===== src/rtl/bt_pkg.sv =====
// Shared definitions for the single-step bus trace controller.
// Assumes byte-wide command codes in ASCII.
package bt_pkg;

    typedef enum logic [3:0] {
        ST_START,   // reset held, clock low
        ST_RLO_H,   // reset low, clock high phase
        ST_RLO_L,   // reset low, clock low phase
        ST_RHI_H,   // reset released, clock high phase
        ST_RHI_L,   // reset released, clock low phase
        ST_BUS_H,   // bus cycle, clock high phase
        ST_BUS_L,   // bus cycle, clock low phase
        ST_CHECK,   // after a bus cycle: poll command or trace
        ST_EMIT,    // sending a trace record
        ST_WAIT     // halted in step mode
    } seq_state_t;

    localparam logic [7:0] CMD_STEP  = 8'h73;
    localparam logic [7:0] CMD_CONT  = 8'h63;
    localparam logic [7:0] CMD_BREAK = 8'h62;
    localparam logic [7:0] CMD_RESET = 8'h72;

    localparam logic [7:0] CH_SPACE = 8'h20;
    localparam logic [7:0] CH_CR    = 8'h0D;
    localparam logic [7:0] CH_LF    = 8'h0A;
    localparam logic [7:0] CH_DASH  = 8'h2D;

    // Lowercase hex digit for a nibble.
    function automatic logic [7:0] hex_char(input logic [3:0] n);
        return (n < 4'd10) ? (8'h30 + {4'h0, n}) : (8'h57 + {4'h0, n});
    endfunction

endpackage


===== src/rtl/bt_seq_ctrl.sv =====
// Sequencer: produces processor clock phases, runs the reset sequence,
// keeps the step/free mode, and decodes command bytes.
// Assumes one system clock per processor clock phase.
module bt_seq_ctrl
    import bt_pkg::*;
#(
    parameter int RST_LO_CYC = 2,
    parameter int RST_HI_CYC = 7
) (
    input  logic       clk,
    input  logic       rst_n,
    input  logic       cmd_valid,
    input  logic [7:0] cmd_data,
    output logic       cmd_ready,
    input  logic       rec_last,
    output logic       cpu_clk,
    output logic       cpu_rst_n,
    output logic       cap_en,
    output logic       emit_on,
    output logic       free_mode
);

    localparam int CNT_MAX = (RST_LO_CYC > RST_HI_CYC) ? RST_LO_CYC : RST_HI_CYC;
    localparam int CNT_W   = $clog2(CNT_MAX + 1);
    localparam logic [CNT_W-1:0] LO_LAST = CNT_W'(RST_LO_CYC - 1);
    localparam logic [CNT_W-1:0] HI_LAST = CNT_W'(RST_HI_CYC - 1);

    seq_state_t       state, state_nx;
    logic [CNT_W-1:0] cnt, cnt_nx;
    logic             free_nx;

    // Decode outputs from the current state.
    always_comb begin
        cpu_clk   = (state == ST_RLO_H) || (state == ST_RHI_H) || (state == ST_BUS_H);
        cpu_rst_n = !((state == ST_START) || (state == ST_RLO_H) || (state == ST_RLO_L));
        cap_en    = (state == ST_BUS_H);
        emit_on   = (state == ST_EMIT);
        cmd_ready = (state == ST_WAIT) || ((state == ST_CHECK) && free_mode);
    end

    // Next-state, counter and mode logic.
    always_comb begin
        state_nx = state;
        cnt_nx   = cnt;
        free_nx  = free_mode;
        unique case (state)
            ST_START: state_nx = ST_RLO_H;
            ST_RLO_H: state_nx = ST_RLO_L;
            ST_RLO_L: begin
                if (cnt == LO_LAST) begin
                    cnt_nx   = '0;
                    state_nx = ST_RHI_H;
                end else begin
                    cnt_nx   = cnt + 1'b1;
                    state_nx = ST_RLO_H;
                end
            end
            ST_RHI_H: state_nx = ST_RHI_L;
            ST_RHI_L: begin
                if (cnt == HI_LAST) begin
                    cnt_nx   = '0;
                    state_nx = ST_BUS_H;
                end else begin
                    cnt_nx   = cnt + 1'b1;
                    state_nx = ST_RHI_H;
                end
            end
            ST_BUS_H: state_nx = ST_BUS_L;
            ST_BUS_L: state_nx = ST_CHECK;
            ST_CHECK: begin
                if (!free_mode) begin
                    state_nx = ST_EMIT;
                end else begin
                    state_nx = ST_BUS_H;
                    if (cmd_valid) begin
                        if (cmd_data == CMD_BREAK) free_nx = 1'b0;
                        else if (cmd_data == CMD_RESET) state_nx = ST_RLO_H;
                    end
                end
            end
            ST_EMIT: if (rec_last) state_nx = ST_WAIT;
            ST_WAIT: begin
                if (cmd_valid) begin
                    if (cmd_data == CMD_STEP) begin
                        state_nx = ST_BUS_H;
                    end else if (cmd_data == CMD_CONT) begin
                        free_nx  = 1'b1;
                        state_nx = ST_BUS_H;
                    end else if (cmd_data == CMD_RESET) begin
                        state_nx = ST_RLO_H;
                    end
                end
            end
            default: state_nx = ST_START;
        endcase
    end

    // State registers with synchronous reset.
    always_ff @(posedge clk) begin
        if (!rst_n) begin
            state     <= ST_START;
            cnt       <= '0;
            free_mode <= 1'b0;
        end else begin
            state     <= state_nx;
            cnt       <= cnt_nx;
            free_mode <= free_nx;
        end
    end

endmodule


===== src/rtl/bt_trace_fmt.sv =====
// Combinational formatter: maps a character index in a trace record
// to its character. Assumes address and data widths are multiples of 4.
module bt_trace_fmt
    import bt_pkg::*;
#(
    parameter int ADDR_W = 16,
    parameter int DATA_W = 8,
    localparam int AHEX  = ADDR_W / 4,
    localparam int DHEX  = DATA_W / 4,
    localparam int REC_LEN = 4 + 1 + AHEX + 1 + DHEX + 2,
    localparam int IDX_W = $clog2(REC_LEN)
) (
    input  logic [IDX_W-1:0]  idx,
    input  logic              f_rw,
    input  logic              f_sync,
    input  logic              f_mlock_n,
    input  logic              f_vpull_n,
    input  logic [ADDR_W-1:0] f_addr,
    input  logic [DATA_W-1:0] f_data,
    output logic [7:0]        ch
);

    localparam int A0 = 5;
    localparam int D0 = A0 + AHEX + 1;
    localparam int E0 = D0 + DHEX;

    logic [ADDR_W-1:0] a_sh;
    logic [DATA_W-1:0] d_sh;
    int                i;

    // Select the character for the current index.
    always_comb begin
        i    = int'(idx);
        a_sh = '0;
        d_sh = '0;
        ch   = CH_SPACE;
        if (i == 0) begin
            ch = f_rw ? 8'h72 : 8'h57;
        end else if (i == 1) begin
            ch = f_sync ? 8'h53 : CH_DASH;
        end else if (i == 2) begin
            ch = f_mlock_n ? CH_DASH : 8'h4D;
        end else if (i == 3) begin
            ch = f_vpull_n ? CH_DASH : 8'h56;
        end else if (i >= A0 && i < A0 + AHEX) begin
            a_sh = f_addr >> (4 * (AHEX - 1 - (i - A0)));
            ch   = hex_char(a_sh[3:0]);
        end else if (i >= D0 && i < E0) begin
            d_sh = f_data >> (4 * (DHEX - 1 - (i - D0)));
            ch   = hex_char(d_sh[3:0]);
        end else if (i == E0) begin
            ch = CH_CR;
        end else if (i == E0 + 1) begin
            ch = CH_LF;
        end
    end

endmodule


===== src/rtl/bt_trace_tx.sv =====
// Trace emitter: captures the bus fields at the end of the clock-high
// phase and streams the formatted record over a valid/ready handshake.
// Assumes the capture strobe never coincides with an active record.
module bt_trace_tx #(
    parameter int ADDR_W = 16,
    parameter int DATA_W = 8,
    localparam int REC_LEN = 4 + 1 + ADDR_W / 4 + 1 + DATA_W / 4 + 2,
    localparam int IDX_W = $clog2(REC_LEN)
) (
    input  logic              clk,
    input  logic              rst_n,
    input  logic              cap_en,
    input  logic              emit_on,
    input  logic [ADDR_W-1:0] cpu_addr,
    input  logic [DATA_W-1:0] cpu_data,
    input  logic              cpu_rw,
    input  logic              cpu_sync,
    input  logic              cpu_mlock_n,
    input  logic              cpu_vpull_n,
    input  logic              trace_ready,
    output logic              trace_valid,
    output logic [7:0]        trace_char,
    output logic              rec_last
);

    localparam logic [IDX_W-1:0] IDX_LAST = IDX_W'(REC_LEN - 1);

    logic [IDX_W-1:0]  idx;
    logic              r_rw, r_sync, r_ml_n, r_vp_n;
    logic [ADDR_W-1:0] r_addr;
    logic [DATA_W-1:0] r_data;
    logic              fire;

    assign trace_valid = emit_on;
    assign fire        = emit_on && trace_ready;
    assign rec_last    = fire && (idx == IDX_LAST);

    // Capture the bus fields on the strobe.
    always_ff @(posedge clk) begin
        if (!rst_n) begin
            r_rw   <= 1'b1;
            r_sync <= 1'b0;
            r_ml_n <= 1'b1;
            r_vp_n <= 1'b1;
            r_addr <= '0;
            r_data <= '0;
        end else if (cap_en) begin
            r_rw   <= cpu_rw;
            r_sync <= cpu_sync;
            r_ml_n <= cpu_mlock_n;
            r_vp_n <= cpu_vpull_n;
            r_addr <= cpu_addr;
            r_data <= cpu_data;
        end
    end

    // Advance the character index on each accepted character.
    always_ff @(posedge clk) begin
        if (!rst_n) idx <= '0;
        else if (rec_last) idx <= '0;
        else if (fire) idx <= idx + 1'b1;
    end

    bt_trace_fmt #(
        .ADDR_W (ADDR_W),
        .DATA_W (DATA_W)
    ) u_fmt (
        .idx       (idx),
        .f_rw      (r_rw),
        .f_sync    (r_sync),
        .f_mlock_n (r_ml_n),
        .f_vpull_n (r_vp_n),
        .f_addr    (r_addr),
        .f_data    (r_data),
        .ch        (trace_char)
    );

endmodule


===== src/rtl/bt_step_trace.sv =====
// Top: single-step bus trace controller. Joins the sequencer and the
// trace emitter and holds the unused processor controls inactive.
// Assumes the processor samples its inputs on cpu_clk edges only.
module bt_step_trace #(
    parameter int ADDR_W     = 16,
    parameter int DATA_W     = 8,
    parameter int RST_LO_CYC = 2,
    parameter int RST_HI_CYC = 7
) (
    input  logic              clk,
    input  logic              rst_n,
    input  logic              cmd_valid,
    input  logic [7:0]        cmd_data,
    output logic              cmd_ready,
    input  logic [ADDR_W-1:0] cpu_addr,
    input  logic [DATA_W-1:0] cpu_data,
    input  logic              cpu_rw,
    input  logic              cpu_sync,
    input  logic              cpu_mlock_n,
    input  logic              cpu_vpull_n,
    output logic              cpu_clk,
    output logic              cpu_rst_n,
    output logic              cpu_rdy,
    output logic              cpu_irq_n,
    output logic              cpu_nmi_n,
    output logic              cpu_so_n,
    output logic              cpu_be,
    output logic              trace_valid,
    output logic [7:0]        trace_char,
    input  logic              trace_ready
);

    logic cap_en, emit_on, rec_last, free_mode;

    // Unused processor controls stay inactive at all times.
    assign cpu_rdy   = 1'b1;
    assign cpu_irq_n = 1'b1;
    assign cpu_nmi_n = 1'b1;
    assign cpu_so_n  = 1'b1;
    assign cpu_be    = 1'b1;

    bt_seq_ctrl #(
        .RST_LO_CYC (RST_LO_CYC),
        .RST_HI_CYC (RST_HI_CYC)
    ) u_seq (
        .clk       (clk),
        .rst_n     (rst_n),
        .cmd_valid (cmd_valid),
        .cmd_data  (cmd_data),
        .cmd_ready (cmd_ready),
        .rec_last  (rec_last),
        .cpu_clk   (cpu_clk),
        .cpu_rst_n (cpu_rst_n),
        .cap_en    (cap_en),
        .emit_on   (emit_on),
        .free_mode (free_mode)
    );

    bt_trace_tx #(
        .ADDR_W (ADDR_W),
        .DATA_W (DATA_W)
    ) u_tx (
        .clk         (clk),
        .rst_n       (rst_n),
        .cap_en      (cap_en),
        .emit_on     (emit_on),
        .cpu_addr    (cpu_addr),
        .cpu_data    (cpu_data),
        .cpu_rw      (cpu_rw),
        .cpu_sync    (cpu_sync),
        .cpu_mlock_n (cpu_mlock_n),
        .cpu_vpull_n (cpu_vpull_n),
        .trace_ready (trace_ready),
        .trace_valid (trace_valid),
        .trace_char  (trace_char),
        .rec_last    (rec_last)
    );

endmodule


===== config.mk =====
export PLATFORM = sky130hd
export DESIGN_NAME = bt_step_trace
export DESIGN_NICKNAME = d
export VERILOG_FILES = /design/src/rtl/bt_pkg.sv /design/src/rtl/bt_seq_ctrl.sv /design/src/rtl/bt_trace_fmt.sv /design/src/rtl/bt_trace_tx.sv /design/src/rtl/bt_step_trace.sv
export SDC_FILE = /design/constraint.sdc
export NUM_CORES = 1
export LEC_CHECK = 0
export ABC_AREA = 1
export ABC_CLOCK_PERIOD_IN_PS = 3900
export BUFFER_PORTS_ARGS = -buffer_cell sky130_fd_sc_hd__buf_2
export CAP_MARGIN = 20
export CORE_UTILIZATION = 50
export DETAILED_ROUTE_END_ITERATION = 10
export HOLD_SLACK_MARGIN = 0.1
export PLACE_DENSITY = 0.8
export SYNTH_ARGS = -nofsm -noshare
export SYNTH_HDL_FRONTEND = slang
export SYNTH_SLANG_ARGS = --single-unit

===== constraint.sdc =====
create_clock -name clk -period 3.9 [get_ports clk]
set_input_delay 0.39 -clock clk [delete_from_list [all_inputs] [get_ports clk]]
set_output_delay 0.39 -clock clk [all_outputs]
set_load 0.01 [all_outputs]

# Word level (Yosys, flattened, before mapping)
# Index checks and enable logic that the tools add are counted.
word_totals:
  mem_count: 0
  romBits: 0
  elab_cells: 109
  register_bits: 40
  latchBits: 0
  ram_bits: 0
op_classes:
  eq_ne: 26
  bitwise: 1
  shifts: 2
  mux: 36
  mul: 0
  reduce_logical: 18
  magnitude_cmp: 6
  addsub: 10
  div: 0
op_table:
  columns: ["op", "n"]
  rows:
  - ["2-to-1 mux 8 bit", 8]
  - ["one-hot mux 4 bit (10 select lines)", 1]
  - ["equality test 4 x 3 -> 1 bit, second input constant", 8]
  - ["equality test 8 x 7 -> 1 bit, second input constant", 4]
  - ["2-to-1 mux 4 bit", 8]
  - ["right shift 16 x 32 -> 4 bit", 1]
  - ["right shift 8 x 32 -> 4 bit", 1]
  - ["2-to-1 mux 7 bit", 3]
  - ["2-to-1 mux 6 bit", 3]
  - ["adder 7 x 4 -> 8 bit, first input constant", 2]
  - ["less-than comparator 4 bit, second input constant", 4]
  - ["adder 6 x 4 -> 7 bit, first input constant", 2]
  - ["equality test 4 x 2 -> 1 bit, second input constant", 3]
  - ["equality test 4 bit, second input constant", 3]
  - ["2-to-1 mux 3 bit", 4]
  - ["zero test 4 bit", 2]
  - ["inequality test 2 bit, second input constant", 4]
  - ["2-to-1 mux 1 bit", 6]
  - ["one-hot mux 3 bit (2 select lines)", 1]
  - ["subtractor 2 x 5 -> 6 bit, first input constant", 1]
  - ["subtractor 3 x 5 -> 6 bit, first input constant", 1]
  - ["logical AND 1 bit", 5]
  - ["logical OR 1 bit", 5]
  - ["subtractor 4 x 3 -> 5 bit, second input constant", 1]
  - ["17 further kinds", 18]

# Depth between registers and ports, before layout
# Gate-level depths: netlist of the first run.
depth:
  ltp_word: 11
  mapped_depth: 22
  depth_no_buf: 21

# By module
# From an unflattened synthesis of the first run, not the netlist that was laid out.
unflattened:
  hier_cells: 478
  hier_area_um2: 3025.4
modules_own_cells:
  columns: ["mod", "area_each_um2", "n_inst", "cells_per_inst"]
  rows:
  - ["bt_trace_tx", 1212.4, 1, 151]
  - ["bt_trace_fmt", 1134.8, 1, 207]
  - ["bt_seq_ctrl", 636.9, 1, 114]
  - ["bt_step_trace", 41.3, 1, 6]

# Worst setup path after synthesis of the first run
# Ideal clock, no wire load.
synth_path:
  path_kind: "reg-to-output"
  from: "reg u_tx.idx[0]"
  to: "out trace_char[4]"
  t_arrival_ps: 2610
  path_stages_with_launch: 21
  n_path_buf: 1
  slack_ps: 900
  cell_sequence: "dfxtp_1 -> inv_2 -> buf_6 -> ha_1 -> inv_2 -> nor2_4 -> nor2_2 -> inv_1 -> ha_1 -> or2_1 -> nand2_4 -> nand2_2 -> nor2_1 -> inv_1 -> ha_1 -> nand2_1 -> inv_1 -> nor2_1 -> o21ai_1 -> nand2_1 -> nand2_1"
synth_between:
  elab_chain_cells: 11
synth_rtl:
  columns: ["item", "line_no", "source"]
  rows:
  - ["start, declared", "bt_trace_tx.sv:28", "logic [IDX_W-1:0] idx;"]
  - ["start signal, assigned", "bt_trace_tx.sv:61", "else if (fire) idx <= idx + 1'b1;"]
  - ["subtractor 4 x 4 -> 5 bit", "bt_trace_fmt.sv:49", "d_sh = f_data >> (4 * (DHEX - 1 - (i - D0)));"]
  - ["subtractor 2 x 5 -> 6 bit", "bt_trace_fmt.sv:49", null]
  - ["right shift 8 x 32 -> 4 bit", "bt_trace_fmt.sv:49", null]
  - ["adder 7 x 4 -> 8 bit, or another cell as far along", "bt_pkg.sv:30", "return (n < 4'd10) ? (8'h30 + {4'h0, n}) : (8'h57 + {4'h0, n});"]
  - ["2-to-1 mux 8 bit", "bt_pkg.sv:30", null]
  - ["2-to-1 mux 8 bit", "bt_trace_fmt.sv:48", "end else if (i >= D0 && i < E0) begin"]
  - ["2-to-1 mux 8 bit", "bt_trace_fmt.sv:45", "end else if (i >= A0 && i < A0 + AHEX) begin"]
  - ["2-to-1 mux 8 bit", "bt_trace_fmt.sv:43", "end else if (i == 3) begin"]
  - ["2-to-1 mux 8 bit", "bt_trace_fmt.sv:41", "end else if (i == 2) begin"]
  - ["2-to-1 mux 8 bit", "bt_trace_fmt.sv:39", "end else if (i == 1) begin"]
  - ["2-to-1 mux 8 bit (*)", "bt_trace_fmt.sv:37", "if (i == 0) begin"]
  - ["end, declared", "bt_step_trace.sv:29", "output logic [7:0] trace_char,"]
# Mark *: on every way between the ends. The rest lies on a longest branch, timed or not.

# Worst setup path after layout of the first run
# Ends and elaborated chain as after synthesis.

==> impl_metrics.ini, run 1 <==
[status]
status = finished, final reports clean

[placement]
globalplace.congestion = 0.8726
placed_area_mm2 = 0.002833
dp_hpwl_um = 4528
io_buffers = 50
preCtsSetupSlack_ns = 0.5529

[power_and_ir_drop]
switching_power_mw = 0.1895
pwr_density_cell_mw_per_mm2 = 258.0
peakVddDrop_v = 0.0001792
p_int_mw = 0.5627
leakage_nw = 1.417
pwr-share-clk_pct = 36.0
seq_power_share_pct = 55.9
comb_power_share_pct = 8.1
swShare_pct = 25.19
p_total_mw = 0.7521

[synthesis]
yosysUniqueCellTypes = 34
syn_inst = 411
synth_top_area_share_pct = 31.02
synth_top_area_cell = dfxtp_1
synth.top_cells.by_area = dfxtp_1 31%, nand2_1 12%, nor2_1 10%
async_flop_share_pct = 0
syn_area_mm2 = 0.002581
syn_avg_cell_area_um2 = 6.280
ys_seq_area_share_pct = 31.02
synth_edf_count = 0
yosysMostFrequentCell = nand2_1
netlist_top_cells_count = 82 x nand2_1, 69 x nor2_1, 55 x inv_1, 40 x dfxtp_1, 36 x o21ai_0
yosys_most_used_dff = dfxtp_1
ys_ff_latch = 40
yosysWarnings = 0

[detailed_routing]
postRouteAntennaNets = 0
wl_per_cell_um = 11.36
wl_um = 5942
vias_per_cell = 4.989
drc = 0
vias = 2609
dr.pass1.iters = 4
drt_iter0_drc = 192

[finish]
design_area_mm2 = 0.002915
antennaDiodeCount = 0
layout-drive-gt1-share_pct = 18.64
fin_nets = 503
syn2layout_area_growth_pct = 12.94

[clocking]
clk_pin_slew_ns = 0.09
ctsRootBufferMaster = clkbuf_8
numCtsBuffers = 5
cts_sinks = 40
cts.path.max_buffers = 2
cts_tree = built
cts_max_level = 2
clk_latency_ns = 0.30

[sta]
whs_ns = 0.2975
hold_violations = 0
worst_pin_slew_ns = 0.5321
fin_skew_ns = 0.01425
rsz0062_at_grt = false
min_period_ns = 3.542
finalSetupTns_ns = 0
relSlewSlack_pct = 64.48
fmax_mhz = 282.3
slew_violations = 0
post-route-period-util_pct = 90.82
setup_violations = 0
fin_ws_ns = 0.3579

[global_routing]
gr-total-overflow = 0
track_usage_pct = 24.15
grt_start_max_net_pins = 38
grt_pass1_wl_um = 10310
antenna_found_initial = 0
grt_pass1_vias = 2476

[floorplan]
dieArea_mm2 = 0.005454
die_h_um = 73.85
core-area_mm2 = 0.004848
chipWidth_um = 73.85
fp-row-count = 25
start_util_pct = 53.24
io_pins = 57

[hold_path]
min_path_type = in2reg

[critical_path]
cp_cell_sequence = inv_2 -> ha_1 -> inv_2 -> nor2_4 -> nor2_2 -> inv_1 -> ha_1 -> or2_1 -> nand2_4 -> nand2_2 -> nor2_1 -> inv_1 -> ha_1 -> nand2_1 -> inv_1 -> nor2_1 -> o21ai_1 -> nand2_1 -> nand2_1 -> buf_2
start_kind = flip-flop
critPathSlowestCell = dfxtp_2
worst-setup-path-type = reg2out
path_max_fanout = 18
setup.worst_path.end_class = output pin
cpPeakStageDelay_ns = 0.52
required_ns = 3.51
arrival_ns = 3.15

[job]
maxCapViolations = 0
[critical path, delay by kind of cell (launching register included)]
family | cells | cell delay [ns]
simple gates | 10 | 1.07
buf+inv | 6 | 0.53
fa+ha+maj | 3 | 0.67
compound gates | 1 | 0.06
flops | 1 | 0.52
[cells by family after synthesis]
logic type                 count (synthesis)  synth area share, %
buffers and inverters                     79                13.23
other                                      2               0.2909
and+or+nand+nor                          203                35.00
AOI/OAI and AO/OA                         80                17.06
adders and majority gates                  7                3.393
DFF                                       40                31.02
[area by class of cell]
type / count / area, um2
Clock buffer: 5 / 68.82
Clock inverter: 2 / 12.51
Fill cell: 475 / 1933
Inverter: 61 / 229.0
Multi-Input combinational cell: 296 / 1454
Sequential cell: 40 / 802.0
Tap cell: 67 / 83.83
Timing Repair Buffer: 52 / 265.3
[power groups by stage]
| stage | clock (mW) | combinational [mW] | sequential (mW) |
|---|---|---|---|
| final | 0.271 | 0.0611 | 0.420 |
| after CTS | 0.279 | 0.0610 | 0.420 |
| after global placement | 0 | 0.0598 | 0.429 |
| after global routing | 0.291 | 0.0695 | 0.421 |
| after floorplan | 0 | 0.0376 | 0.428 |
| after detailed placement | 0 | 0.0607 | 0.429 |
[cells in the final DEF, fill, tap and decap left out, types with 7 or more instances in the layout]
| cell | count |
|---|---|
| inv_1 | 55 |
| a21oi_1 | 21 |
| o21ai_0 | 36 |
| o21ai_1 | 8 |
| nor3_1 | 9 |
| buf_2 | 50 |
| nor2_1 | 69 |
| dfxtp_1 | 39 |
| ha_1 | 7 |
| nand2_1 | 82 |
| nand3_1 | 19 |
[path summary, 6_finish.rpt]
path,from,endpoint,slack (ns),depth (start not counted)
hold reg to reg,u_tx.r_addr[6],u_tx.r_addr[6],0.46,2
setup / recovery,u_tx.idx[0],trace_char[4],0.36,20
setup reg to reg,u_seq.state[0],u_tx.r_addr[13],2.07,8
hold / removal,cpu_mlock_n,u_tx.r_ml_n,0.30,3
[flip-flops by register name, indices dropped and copies added (netlist names), 3 cells and up]
signal / flops
u_seq.cnt: 3
u_tx.r_addr: 16
u_tx.r_data: 8
u_seq.state: 4
u_tx.idx: 4
[what timing repair did]
| item | 4_1_cts | 5_1_grt |
|---|---|---|
| hold buffers | 0 | 0 |
| gates resized for setup | 0 | 1 |
| setup buffers | 0 | 0 |
| endpoints found under the setup margin | 0 | 3 |
[stage by stage]
| step | utilization (%) | std cells |
|---|---|---|
| floorplan | - | 415 |
| global placement | 58.43 | 516 |
| detailed placement | 58.43 | 516 |
| CTS | 60.10 | 523 |
| global route | 60.13 | 523 |
| finish | 60.13 | 523 |
[metal layers]
layer	vias to the layer above	share of wire (%)	track usage, %
li1	1390	-	-
met1	1133	49	30.51
met2	74	46	40.98
met3	12	4.1	4.115
met4	0	1.5	8.974
met5	-	0	0
Note: power is estimated with default switching activity, not from simulation.
==> inputs of run 2 (changes only) <==
CORE_UTILIZATION = 40   (was 50)
PLACE_DENSITY = 0.68   (was 0.8)
==> impl_metrics.ini, run 2 (synthesized netlist as in run 1, its figures left out) <==
[status]
status = finished, final reports clean

[sta]
post-route-period-util_pct = 89.30
slew_violations = 0
fmax_mhz = 287.1
hold_violations = 0
min_period_ns = 3.483
finalSetupTns_ns = 0
fin_skew_ns = 0.007644
setup_violations = 0
whs_ns = 0.3084
worst_pin_slew_ns = 0.5878
relSlewSlack_pct = 60.76
rsz0062_at_grt = false

[global_routing]
antenna_found_initial = 0
grt_pass1_vias = 2331
track_usage_pct = 19.35
gr-total-overflow = 0
grt_start_max_net_pins = 38
grt_pass1_wl_um = 10070

[floorplan]
die_h_um = 82.33
chipWidth_um = 82.33
core-area_mm2 = 0.006061
io_pins = 57
fp-row-count = 28
dieArea_mm2 = 0.006778
start_util_pct = 42.59

[detailed_routing]
wl_um = 5974
dr.pass1.iters = 4
vias_per_cell = 4.889
vias = 2601
drc = 0
postRouteAntennaNets = 0
wl_per_cell_um = 11.23
drt_iter0_drc = 106

[finish]
multiInputGateArea_mm2 = 0.001454
fin_nets = 503
layout_common_cells = 82 x nand2_1, 69 x nor2_1, 55 x inv_1, 50 x buf_2, 40 x dfxtp_1
largest_reg_flops = 16
num-fill-cells = 630
antennaDiodeCount = 0
layout_commonest_cell = nand2_1
layout-drive-gt1-share_pct = 18.60
reg.largest.list = u_tx.r_addr (16), u_tx.r_data (8)
top_register = u_tx.r_addr
syn2layout_area_growth_pct = 14.44
regArea_um2 = 800.8

[critical_path]
critPathSlowestCell = dfxtp_1
worst-setup-path-type = reg2out
setup.worst_path.end_class = output pin
cp_common_cell = inv_1
start_kind = flip-flop
cpPeakStageDelay_ns = 0.40
path_max_fanout = 5
cp_cell_sequence = inv_1 -> ha_1 -> inv_2 -> nor2_4 -> nor2_2 -> inv_1 -> ha_1 -> or2_1 -> nand2_4 -> nand2_2 -> nor2_1 -> inv_1 -> ha_1 -> nand2_1 -> inv_1 -> nor2_1 -> o21ai_1 -> nand2_1 -> nand2_1 -> buf_2
required_ns = 3.51
arrival_ns = 3.09

[power_and_ir_drop]
switching_power_mw = 0.1902
comb_power_share_pct = 7.5
peakVddDrop_v = 0.0001976
pwr-share-clk_pct = 41.4
p_int_mw = 0.6306
pwr_density_cell_mw_per_mm2 = 277.9
seq_power_share_pct = 51.1
swShare_pct = 23.17
leakage_nw = 1.432

[clocking]
cts_tree = built
cts_sinks = 40
cts_setup_buffers = 0
postCtsHoldBufs = 0
clk_pin_slew_ns = 0.08
cts.path.max_buffers = 2
cts_max_level = 2
clk_latency_ns = 0.29
cts-resized-gates = 0
numCtsBuffers = 5
ctsRootBufferMaster = clkbuf_8

[hold_path]
min_path_type = in2reg

[job]
maxCapViolations = 0

[placement]
io_buffers = 50
dp_hpwl_um = 4562
globalplace.congestion = 0.9379
==> run 2: changes by cell type in the layout (fill, tap and decap cells not counted), sizes merged <==
cell / before / now
bufinv: 0 / 1
==> run 2: per-stage QoR <==
step	util [%]	cells	power, mW	setup slack, ns	area (um2)
finish	48.74	532	0.8208	0.4175	2954
global route	48.74	532	0.8627	0.01984	2954
CTS	48.74	532	0.8290	0.4128	2954
detailed placement	46.90	524	0.4907	0.7587	2843
global placement	46.90	524	0.4899	0.8520	2843
floorplan	-	415	0.4658	0.9005	2596
==> run 2: area by class of cell <==
type                       count  share of cell area [%]
clock buffer                   5                   2.330
timing repair buffer          52                   8.979
inverter                      61                   7.751
clock inverter                 3                   1.440
sequential                    40                   27.11
tap                           75                   3.177
multi-input combinational    296                   49.22
==> run 2: worst paths after layout <==
kind	startpoint	end	slack, ns	cells after the start
hold reg to reg	u_tx.r_data[5]	u_tx.r_data[5]	0.46	2
setup / recovery	u_tx.idx[1]	trace_char[4]	0.42	20
hold / removal	cpu_vpull_n	u_tx.r_vp_n	0.31	3
setup reg to reg	u_seq.state[0]	u_seq.state[0]	2.14	9
==> run 2: power groups by stage <==
stage / clock network [mW] / logic [mW] / registers, mW
floorplan: 0 / 0.0376 / 0.428
global route: 0.371 / 0.0707 / 0.421
finish: 0.340 / 0.0615 / 0.420
detailed placement: 0 / 0.0614 / 0.429
global placement: 0 / 0.0608 / 0.429
CTS: 0.348 / 0.0617 / 0.420
==> run 2: critical path, delay by kind of cell (launching register included) <==
kind                     cells  cell delay (ns)
AND/OR/NAND/NOR             10             1.07
adder cells (fa/ha/maj)      3             0.67
buffers and inverters        6             0.59
flip-flops                   1             0.40
AO/OA/AOI/OAI                1             0.06
==> run 2: metal layers <==
layer | global-route usage (%) | wire, um
met5 | 0 | 0
met4 | 5.789 | 111
met3 | 3.846 | 301
met2 | 32.07 | 2663
met1 | 25.22 | 2898
==> inputs of run 3 (changes only) <==
==> constraint.sdc (replaced) <==
create_clock -name clk -period 3.9 [get_ports clk]
set_input_delay 0.78 -clock clk [delete_from_list [all_inputs] [get_ports clk]]
set_output_delay 0.78 -clock clk [all_outputs]
set_load 0.01 [all_outputs]
==> impl_metrics.ini, run 3 (synthesized netlist as in run 1, its figures left out) <==
[detailed_routing]
drc = 0
vias_per_cell = 4.923
wl_per_cell_um = 11.42
wl_um = 6088
vias = 2624
drt_iter0_drc = 163
dr.pass1.iters = 4
postRouteAntennaNets = 0

[floorplan]
fp-row-count = 28
chipWidth_um = 82.33
die_h_um = 82.33
start_util_pct = 42.59
io_pins = 57
dieArea_mm2 = 0.006778
core-area_mm2 = 0.006061

[sta]
worst_pin_slew_ns = 0.5820
min_period_ns = 3.553
hold_violations = 0
fin_ws_ns = 0.3466
fin_skew_ns = 0.003499
fmax_mhz = 281.4
setup_violations = 0
relSlewSlack_pct = 61.14
rsz0062_at_grt = false
post-route-period-util_pct = 91.11
slew_violations = 0
finalSetupTns_ns = 0

[global_routing]
grt_start_max_net_pins = 38
track_usage_pct = 20.22
grt_pass1_vias = 2375
antenna_found_initial = 0
gr-total-overflow = 0
grt_pass1_wl_um = 10430

[clocking]
ctsRootBufferMaster = clkbuf_8
cts_sinks = 40
cts.path.max_buffers = 2
postCtsHoldBufs = 0
cts_max_level = 2
clk_pin_slew_ns = 0.08
cts_tree = built
numCtsBuffers = 5
clk_latency_ns = 0.29

[power_and_ir_drop]
leakage_nw = 1.431
pwr_density_cell_mw_per_mm2 = 258.8
peakVddDrop_v = 0.0001589

[placement]
globalplace.congestion = 0.9292
dp_hpwl_um = 4576
preCtsSetupSlack_ns = 0.3857
io_buffers = 50

[hold_path]
min_path_type = reg2reg

[finish]
fin_nets = 504
largest_reg_flops = 16
num-fill-cells = 645
layout_commonest_cell = nand2_1
layout-drive-gt1-share_pct = 19.65
antennaDiodeCount = 0
reg.largest.list = u_tx.r_addr (16), u_tx.r_data (8)
syn2layout_area_growth_pct = 15.03
top_register = u_tx.r_addr
layout_common_cells = 82 x nand2_1, 68 x nor2_1, 54 x inv_1, 50 x buf_2, 38 x dfxtp_1

[critical_path]
setup.worst_path.end_class = output pin
start_kind = flip-flop
arrival_ns = 2.77
required_ns = 3.12
worst-setup-path-type = reg2out
path_max_fanout = 5

[job]
maxCapViolations = 0

[status]
status = finished, final reports clean
## run 3: worst paths after layout
check             depth (start not counted)  slack (ns)             end      startpoint
hold reg to reg                           2        0.46  u_tx.r_data[5]  u_tx.r_data[5]
hold / removal                            2        0.46  u_tx.r_data[5]  u_tx.r_data[5]
setup / recovery                         20        0.35   trace_char[4]     u_tx.idx[1]
setup reg to reg                          8        2.00  u_tx.r_data[5]  u_seq.state[2]
## run 3: final cells by class
type,instances,area (um2),area share (%)
timing repair buffer,53,272.8,9.187
clock inverter,1,7.507,0.2528
sequential,40,805.8,27.14
inverter,61,229.0,7.712
multi-input combinational,296,1474,49.64
tap,75,93.84,3.161
clock buffer,7,86.33,2.908
## run 3: metal layers
metal / up-vias / part of all wire (%) / GRT usage (%)
li1: 1393 / - / -
met1: 1154 / 50 / 26.85
met2: 67 / 44 / 32.23
met3: 10 / 3.7 / 2.747
met4: 0 / 2.3 / 9.474
met5: - / 0 / 0
## run 3: through the flow
| stage | utilization (%) | std cells | hold WS, ns | instance area, um2 | total power, mW |
|---|---|---|---|---|---|
| finish | 48.99 | 533 | 0.4557 | 2969 | 0.7685 |
| global route | 48.99 | 533 | 0.4748 | 2969 | 0.8129 |
| CTS | 48.58 | 533 | 0.4581 | 2944 | 0.7802 |
| detailed placement | 47.03 | 525 | 0.4464 | 2850 | 0.4911 |
| global placement | 47.03 | 525 | 0.4397 | 2850 | 0.4904 |
| floorplan | - | 415 | 0.4245 | 2596 | 0.4658 |
## run 3: report_power, final
part / internal, mW / switching, mW / leakage, nW
Combinational: 0.0263 / 0.0361 / 1.06
Sequential: 0.414 / 0.00450 / 0.325
Clock: 0.144 / 0.143 / 0.0445
Total: 0.584 / 0.184 / 1.43
## run 3: critical path, stage by stage (launching register included)
cell and delay (ns):
dfxtp_4 0.37, inv_2 0.07, ha_4 0.17, inv_2 0.09
nor2_4 0.05, nor2_4 0.13, inv_1 0.09, ha_1 0.21
or2_1 0.27, nand2_4 0.10, nand2_2 0.07, nor2_2 0.10
inv_1 0.06, ha_1 0.20, nand2_1 0.07, inv_1 0.04
nor2_1 0.09, o21ai_1 0.06, nand2_1 0.06, nand2_1 0.04
buf_2 0.13
## run 3: repair_timing
item	in CTS	in global routing
endpoints found under the setup margin	0	3
resized for setup	0	8
setup buffers	0	0
